### config.mk
export PLATFORM = sky130hd
export DESIGN_NAME = tx_frame_fifo
export DESIGN_NICKNAME = d
export VERILOG_FILES = /design/src/rtl/tx_fifo_pkg.sv /design/src/rtl/tx_fifo_store.sv /design/src/rtl/tx_fifo_ctrl.sv /design/src/rtl/tx_frame_fifo.sv
export SDC_FILE = /design/constraint.sdc
export NUM_CORES = 2
export LEC_CHECK = 0
export ABC_AREA = 0
export CORE_MARGIN = 1
export CORE_UTILIZATION = 45
export CTS_BUF_LIST = sky130_fd_sc_hd__clkbuf_16
export DETAILED_ROUTE_END_ITERATION = 16
export PLACE_DENSITY = 0.67
export RECOVER_POWER = 25
export SYNTH_ARGS = -nofsm -noshare
export SYNTH_HDL_FRONTEND = slang
export SYNTH_SLANG_ARGS = --single-unit
### constraint.sdc
create_clock -name clk -period 5.4 [get_ports clk]
set_clock_uncertainty 0.15 [all_clocks]
set_input_delay 1.62 -clock clk [delete_from_list [all_inputs] [get_ports clk]]
set_output_delay 1.62 -clock clk [all_outputs]
set_load 0.01 [all_outputs]
### src/rtl/tx_fifo_pkg.sv
package tx_fifo_pkg;

  // Strobes from control to the storage datapath
  typedef struct packed {
    logic push;
    logic pop;
    logic clear;
  } fifoCmd_t;

  // Cut-through start threshold in bytes for a 3-bit code
  function automatic logic [9:0] thresholdBytes(input logic [2:0] code);
    if (!code[2]) thresholdBytes = 10'(({8'd0, code[1:0]} + 10'd1) << 6);
    else          thresholdBytes = 10'd40 - 10'({code[1:0], 3'b000});
  endfunction

endpackage

### src/rtl/tx_fifo_store.sv
module tx_fifo_store
  import tx_fifo_pkg::*;
#(
  parameter int DATA_W = 8,
  parameter int DEPTH  = 256,
  localparam int AW = (DEPTH > 1) ? $clog2(DEPTH) : 1,
  localparam int CW = $clog2(DEPTH + 1)
) (
  input  logic              clk,
  input  logic              rstN,
  input  fifoCmd_t          cmd,
  input  logic [DATA_W-1:0] wrData,
  input  logic              wrLast,
  output logic [DATA_W-1:0] rdData,
  output logic              rdLast,
  output logic [CW-1:0]     level,
  output logic [CW-1:0]     frames,
  output logic              full
);

  logic [DATA_W:0] mem [DEPTH];
  logic [AW-1:0]   wrPtr, rdPtr;
  logic            doPush, doPop;

  assign doPush = cmd.push && !cmd.clear;
  assign doPop  = cmd.pop  && !cmd.clear;

  function automatic logic [AW-1:0] nextPtr(input logic [AW-1:0] p);
    return (p == AW'(DEPTH - 1)) ? '0 : p + AW'(1);
  endfunction

  always_ff @(posedge clk) begin
    if (doPush) mem[wrPtr] <= {wrLast, wrData};
  end

  assign {rdLast, rdData} = mem[rdPtr];
  assign full = (level == CW'(DEPTH));

  always_ff @(posedge clk or negedge rstN) begin
    if (!rstN) begin
      wrPtr  <= '0;
      rdPtr  <= '0;
      level  <= '0;
      frames <= '0;
    end else if (cmd.clear) begin
      wrPtr  <= '0;
      rdPtr  <= '0;
      level  <= '0;
      frames <= '0;
    end else begin
      if (doPush) wrPtr <= nextPtr(wrPtr);
      if (doPop)  rdPtr <= nextPtr(rdPtr);
      level  <= level + CW'(doPush) - CW'(doPop);
      frames <= frames + CW'(doPush && wrLast) - CW'(doPop && rdLast);
    end
  end


  no_overflow_chk: assert property (@(posedge clk) disable iff (!rstN)
    cmd.push |-> level < CW'(DEPTH));


  no_underflow_chk: assert property (@(posedge clk) disable iff (!rstN)
    cmd.pop |-> level != '0);

endmodule

### src/rtl/tx_fifo_ctrl.sv
module tx_fifo_ctrl
  import tx_fifo_pkg::*;
#(
  parameter int DEPTH        = 256,
  parameter int FLUSH_CYCLES = 4,
  localparam int CW = $clog2(DEPTH + 1),
  localparam int FW = $clog2(FLUSH_CYCLES + 1)
) (
  input  logic          clk,
  input  logic          rstN,
  input  logic          cfgWrite,
  input  logic          cfgStoreFwd,
  input  logic [2:0]    cfgThresh,
  input  logic          cfgFlush,
  input  logic          wrValid,
  input  logic          rdReady,
  input  logic [CW-1:0] level,
  input  logic [CW-1:0] frames,
  input  logic          full,
  input  logic          headLast,
  output fifoCmd_t      cmd,
  output logic          wrReady,
  output logic          rdValid,
  output logic          flushBusy
);

  logic [FW-1:0] flushCnt;
  logic [2:0]    thrCode;
  logic          sfPending, sfMode;
  logic          active;
  logic          cfgTaken, flushStart, startOk;
  logic [9:0]    thrBytes;

  assign flushBusy  = (flushCnt != '0);
  assign cfgTaken   = cfgWrite && !flushBusy;
  assign flushStart = cfgTaken && cfgFlush;
  assign thrBytes   = thresholdBytes(thrCode);

  assign startOk = sfMode ? (frames != '0)
                          : ((frames != '0) || (int'(level) >= int'(thrBytes)));

  assign wrReady = !flushBusy && !flushStart && !full;
  assign rdValid = !flushBusy && !flushStart && (level != '0) && (active || startOk);

  assign cmd.push  = wrValid && wrReady;
  assign cmd.pop   = rdValid && rdReady;
  assign cmd.clear = flushStart;

  always_ff @(posedge clk or negedge rstN) begin
    if (!rstN) begin
      flushCnt  <= '0;
      thrCode   <= '0;
      sfPending <= 1'b0;
      sfMode    <= 1'b0;
      active    <= 1'b0;
    end else begin
      if (flushStart)     flushCnt <= FW'(FLUSH_CYCLES);
      else if (flushBusy) flushCnt <= flushCnt - FW'(1);

      if (cfgTaken) begin
        thrCode   <= cfgThresh;
        sfPending <= cfgStoreFwd;
      end

      if (!active) sfMode <= sfPending;

      if (flushStart)   active <= 1'b0;
      else if (cmd.pop) active <= !headLast;
    end
  end


  flush_busy_chk: assert property (@(posedge clk) disable iff (!rstN)
    flushStart |=> flushBusy);


  flush_quiet_chk: assert property (@(posedge clk) disable iff (!rstN)
    flushBusy |-> (!rdValid && !wrReady));


  cfg_lock_chk: assert property (@(posedge clk) disable iff (!rstN)
    (cfgWrite && flushBusy) |=> ($stable(thrCode) && $stable(sfPending)));


  sf_start_chk: assert property (@(posedge clk) disable iff (!rstN)
    (rdValid && !active && sfMode) |-> (frames != '0));


  mode_hold_chk: assert property (@(posedge clk) disable iff (!rstN)
    active |=> $stable(sfMode));

endmodule

### src/rtl/tx_frame_fifo.sv
module tx_frame_fifo
  import tx_fifo_pkg::*;
#(
  parameter int DATA_W       = 8,
  parameter int DEPTH        = 256,
  parameter int FLUSH_CYCLES = 4,
  localparam int CW = $clog2(DEPTH + 1)
) (
  input  logic              clk,
  input  logic              rstN,
  input  logic              cfgWrite,
  input  logic              cfgStoreFwd,
  input  logic [2:0]        cfgThresh,
  input  logic              cfgFlush,
  output logic              flushBusy,
  input  logic              wrValid,
  output logic              wrReady,
  input  logic [DATA_W-1:0] wrData,
  input  logic              wrLast,
  output logic              rdValid,
  input  logic              rdReady,
  output logic [DATA_W-1:0] rdData,
  output logic              rdLast
);

  fifoCmd_t      cmd;
  logic [CW-1:0] level, frames;
  logic          full;

  tx_fifo_ctrl #(.DEPTH(DEPTH), .FLUSH_CYCLES(FLUSH_CYCLES)) uCtrl (
    .clk, .rstN, .cfgWrite, .cfgStoreFwd, .cfgThresh, .cfgFlush,
    .wrValid, .rdReady, .level, .frames, .full, .headLast(rdLast),
    .cmd, .wrReady, .rdValid, .flushBusy
  );

  tx_fifo_store #(.DATA_W(DATA_W), .DEPTH(DEPTH)) uStore (
    .clk, .rstN, .cmd, .wrData, .wrLast, .rdData, .rdLast,
    .level, .frames, .full
  );

endmodule

==> impl_results.md <==
- Synth Flop Type: edfxtp_1
- Post-synth EDFFs: 2304
- CP Max Fanout: 6
- Max-slew headroom: -187%
- Initial antenna violation count: 6
- Starting density of the core: 45.2%
- CTS Buffer Depth: 3
- Non-Filler Instances: 8117
- Final instance area: 110000 um2
- Commonest non-fill, non-tap cell in the layout: edfxtp_1
- Gr usage total: 24.3%
- Fmax: 168 MHz
- Setup CP Type: flip-flop to primary output
- CTS root buf: clkbuf_16
- Failing checks: max-capacitance violations, max-slew violations, negative setup slack
- Pwr Density: 437 nW/um2
- Worst path required time: 3.63 ns
- Post-route ant nets: 0
- Power Total: 47.9 mW
- Syn Nets: 4534
- H-tree depth: 4
- CTS clock-pin slew for the worst setup and hold paths: 0.06 ns
- Dpl hpwl: 159 mm
- Synthesis-to-finish area growth: 18.7%
- Final wirelength: 253 mm
- Vias in the first global route: 48800
- Synth warn: 0
- Peak VDD IR: 0.000333 V
- CP endpoint kind: primary output
- IO Count: 31
- Fin nets: 5297
- # Max-Cap Violations: 14
- Global-route wire length before repair: 358 mm
- RSZ-0062 raised after global routing: yes
- Setup TNS: -4.45 ns
- Commonest non-fill, non-tap cells in the layout: 2304 x edfxtp_1, 622 x buf_4, 502 x mux4_2
- Synth unique cells: 71
- Final core utilization: 53.7%
- Rows: 166
- WL/cell: 31.2 um
- Post-DP Area: 101000 um2
- Worst-Margin Slew: 4.30 ns
- Chip width: 455 um
- Max-slew violations: 1321
- Register area share after synthesis: 76.0%
- Pleak: 35.5 nW
- CTS tree: built
- Avg Inst Size Synth: 20.7 um2
- Synth async-reset ratio: 1.83%
- # clock sinks: 2347
- Initial DRC Count: 6747
- DR DRC count: 0
- GPL Wtd Cong: 0.885
- Post-synthesis cell area: 92500 um2
- Drt first pass iters: 6
- DIE HEIGHT: 455 um
- Core Area: 204000 um2
- Count of final setup violators: 56
- Total die area: 207000 um2
- TritonCTS buffer count: 226
- Worst-Skew Late Latency: 0.87 ns
- Type of origin of the critical path: flip-flop
- Ratio of cells with drive above 1 in the final layout: 32.5%
- Final-report hold violation count: 0
- Worst hold slack: 0.324 ns
- HP Class: flip-flop to flip-flop
- DP Worst Slack: -0.475 ns
- Outcome: finished, violations left
- Worst setup margin: -0.553 ns
- Worst EP arrival: 4.18 ns
- Via/cell ratio: 6.12
- Fin crit period: 5.95 ns
- Cells after DPL: 7605
- Flops & latches, synth: 2347
- Largest net degree at the start of global routing: 187
- IO Port Bufs: 30
- Overflow after GRT: 0
- Cell count after synthesis: 4475
- Vias: 49600
- Period utilization: 110%
-- sequential cells by signal, summed over array words and instances (netlist names) --
register         flops
uCtrl.flushCnt       3
uCtrl.active         1
uStore.rdPtr         8
uStore.wrPtr         8
uCtrl.sfPending      1
uCtrl.thrCode        3
uCtrl.sfMode         1
uStore.level         9
uStore.frames        9
uStore.mem        2304
-- final cells by class --
cell class / instances / area [um2]
fill: 15500 / 94700
antenna: 3 / 7.51
tap: 2688 / 3360
clock inverter: 190 / 1350
inverter: 39 / 151
multi-input combinational: 1826 / 21400
clock buffer: 226 / 5660
sequential: 2347 / 70300
timing repair buffer: 798 / 7560
-- power by group --
group,switching [mW],internal (mW),leakage (nW),total [mW]
clock,6.79,8.17,3.67,15.0
sequential,0.144,20.2,21.2,20.3
combinational,6.32,6.33,10.6,12.7
-- cell usage after synthesis (18+ instances only) --
cell type	count	area share [%]
mux4_2	501	12
o221ai_1	107	1.0
dfrtp_1	43	1.2
ha_1	38	0.51
mux2i_1	245	2.7
o22ai_1	68	0.46
nor2_1	313	1.3
a22oi_1	31	0.25
buf_2	41	0.22
clkbuf_1	120	0.49
o21ai_0	58	0.31
inv_1	38	0.15
a211oi_1	41	0.33
nor2b_1	19	0.13
edfxtp_1	2304	75
buf_8	18	0.29
buf_6	48	0.58
nand3_1	35	0.19
nand2_1	98	0.40
a21oi_1	76	0.41
-- final timing paths --
kind,startpoint,endpoint,slack [ns],cells after the start
setup / recovery,uStore.rdPtr[0]$_DFFE_PN0P_,rdData[5],-0.55,13
hold / removal,uCtrl.flushCnt[0]$_DFFE_PN0P_,uCtrl.flushCnt[0]$_DFFE_PN0P_,0.32,1
setup reg to reg,uStore.rdPtr[0]$_DFFE_PN0P_,uStore.frames[8]$_DFF_PN0_,0.06,25
hold reg to reg,uCtrl.flushCnt[0]$_DFFE_PN0P_,uCtrl.flushCnt[0]$_DFFE_PN0P_,0.32,1
max in group asynchronous,rstN,uStore.rdPtr[2]$_DFFE_PN0P_,1.72,1
min in group asynchronous,rstN,uStore.frames[8]$_DFF_PN0_,1.46,1
-- cells by family after synthesis --
family,synth area share [%]
buf+inv,2.06
fa+ha+maj,0.558
xor+xnor,0.152
flops,76.0
simple gates,2.54
mux,15.3
compound gates,3.45
-- worst max-delay path, stage by stage (launching register included) --
cell,delay (ns)
dfrtp_4,0.58
buf_12,0.17
buf_16,0.14
buf_16,0.14
buf_12,0.14
buf_4,0.13
mux4_2,0.46
mux4_2,0.56
o32ai_2,0.17
nor3_2,0.10
nor3_4,0.30
a31oi_1,0.07
buf_4,0.18
buf_2,0.14
-- metal layers --
| metal | vias up | wire length, um | GRT usage (%) |
|---|---|---|---|
| met3 | 436 | 25200 | 4.79 |
| met2 | 2900 | 118000 | 37.6 |
| met5 | - | 0 | 0 |
| met4 | 0 | 9380 | 8.77 |
| li1 | 20200 | - | - |
| met1 | 26200 | 100000 | 34.5 |
-- repair_timing --
action	CTS	global route
hold endpoints to repair	0	0
resized for setup	241	89
hold buffers	0	0
endpoints found under the setup margin	12	11
pin swaps	43	43
cloned	12	1
setup buffers	70	28
Power figures use the tool's default switching activity.
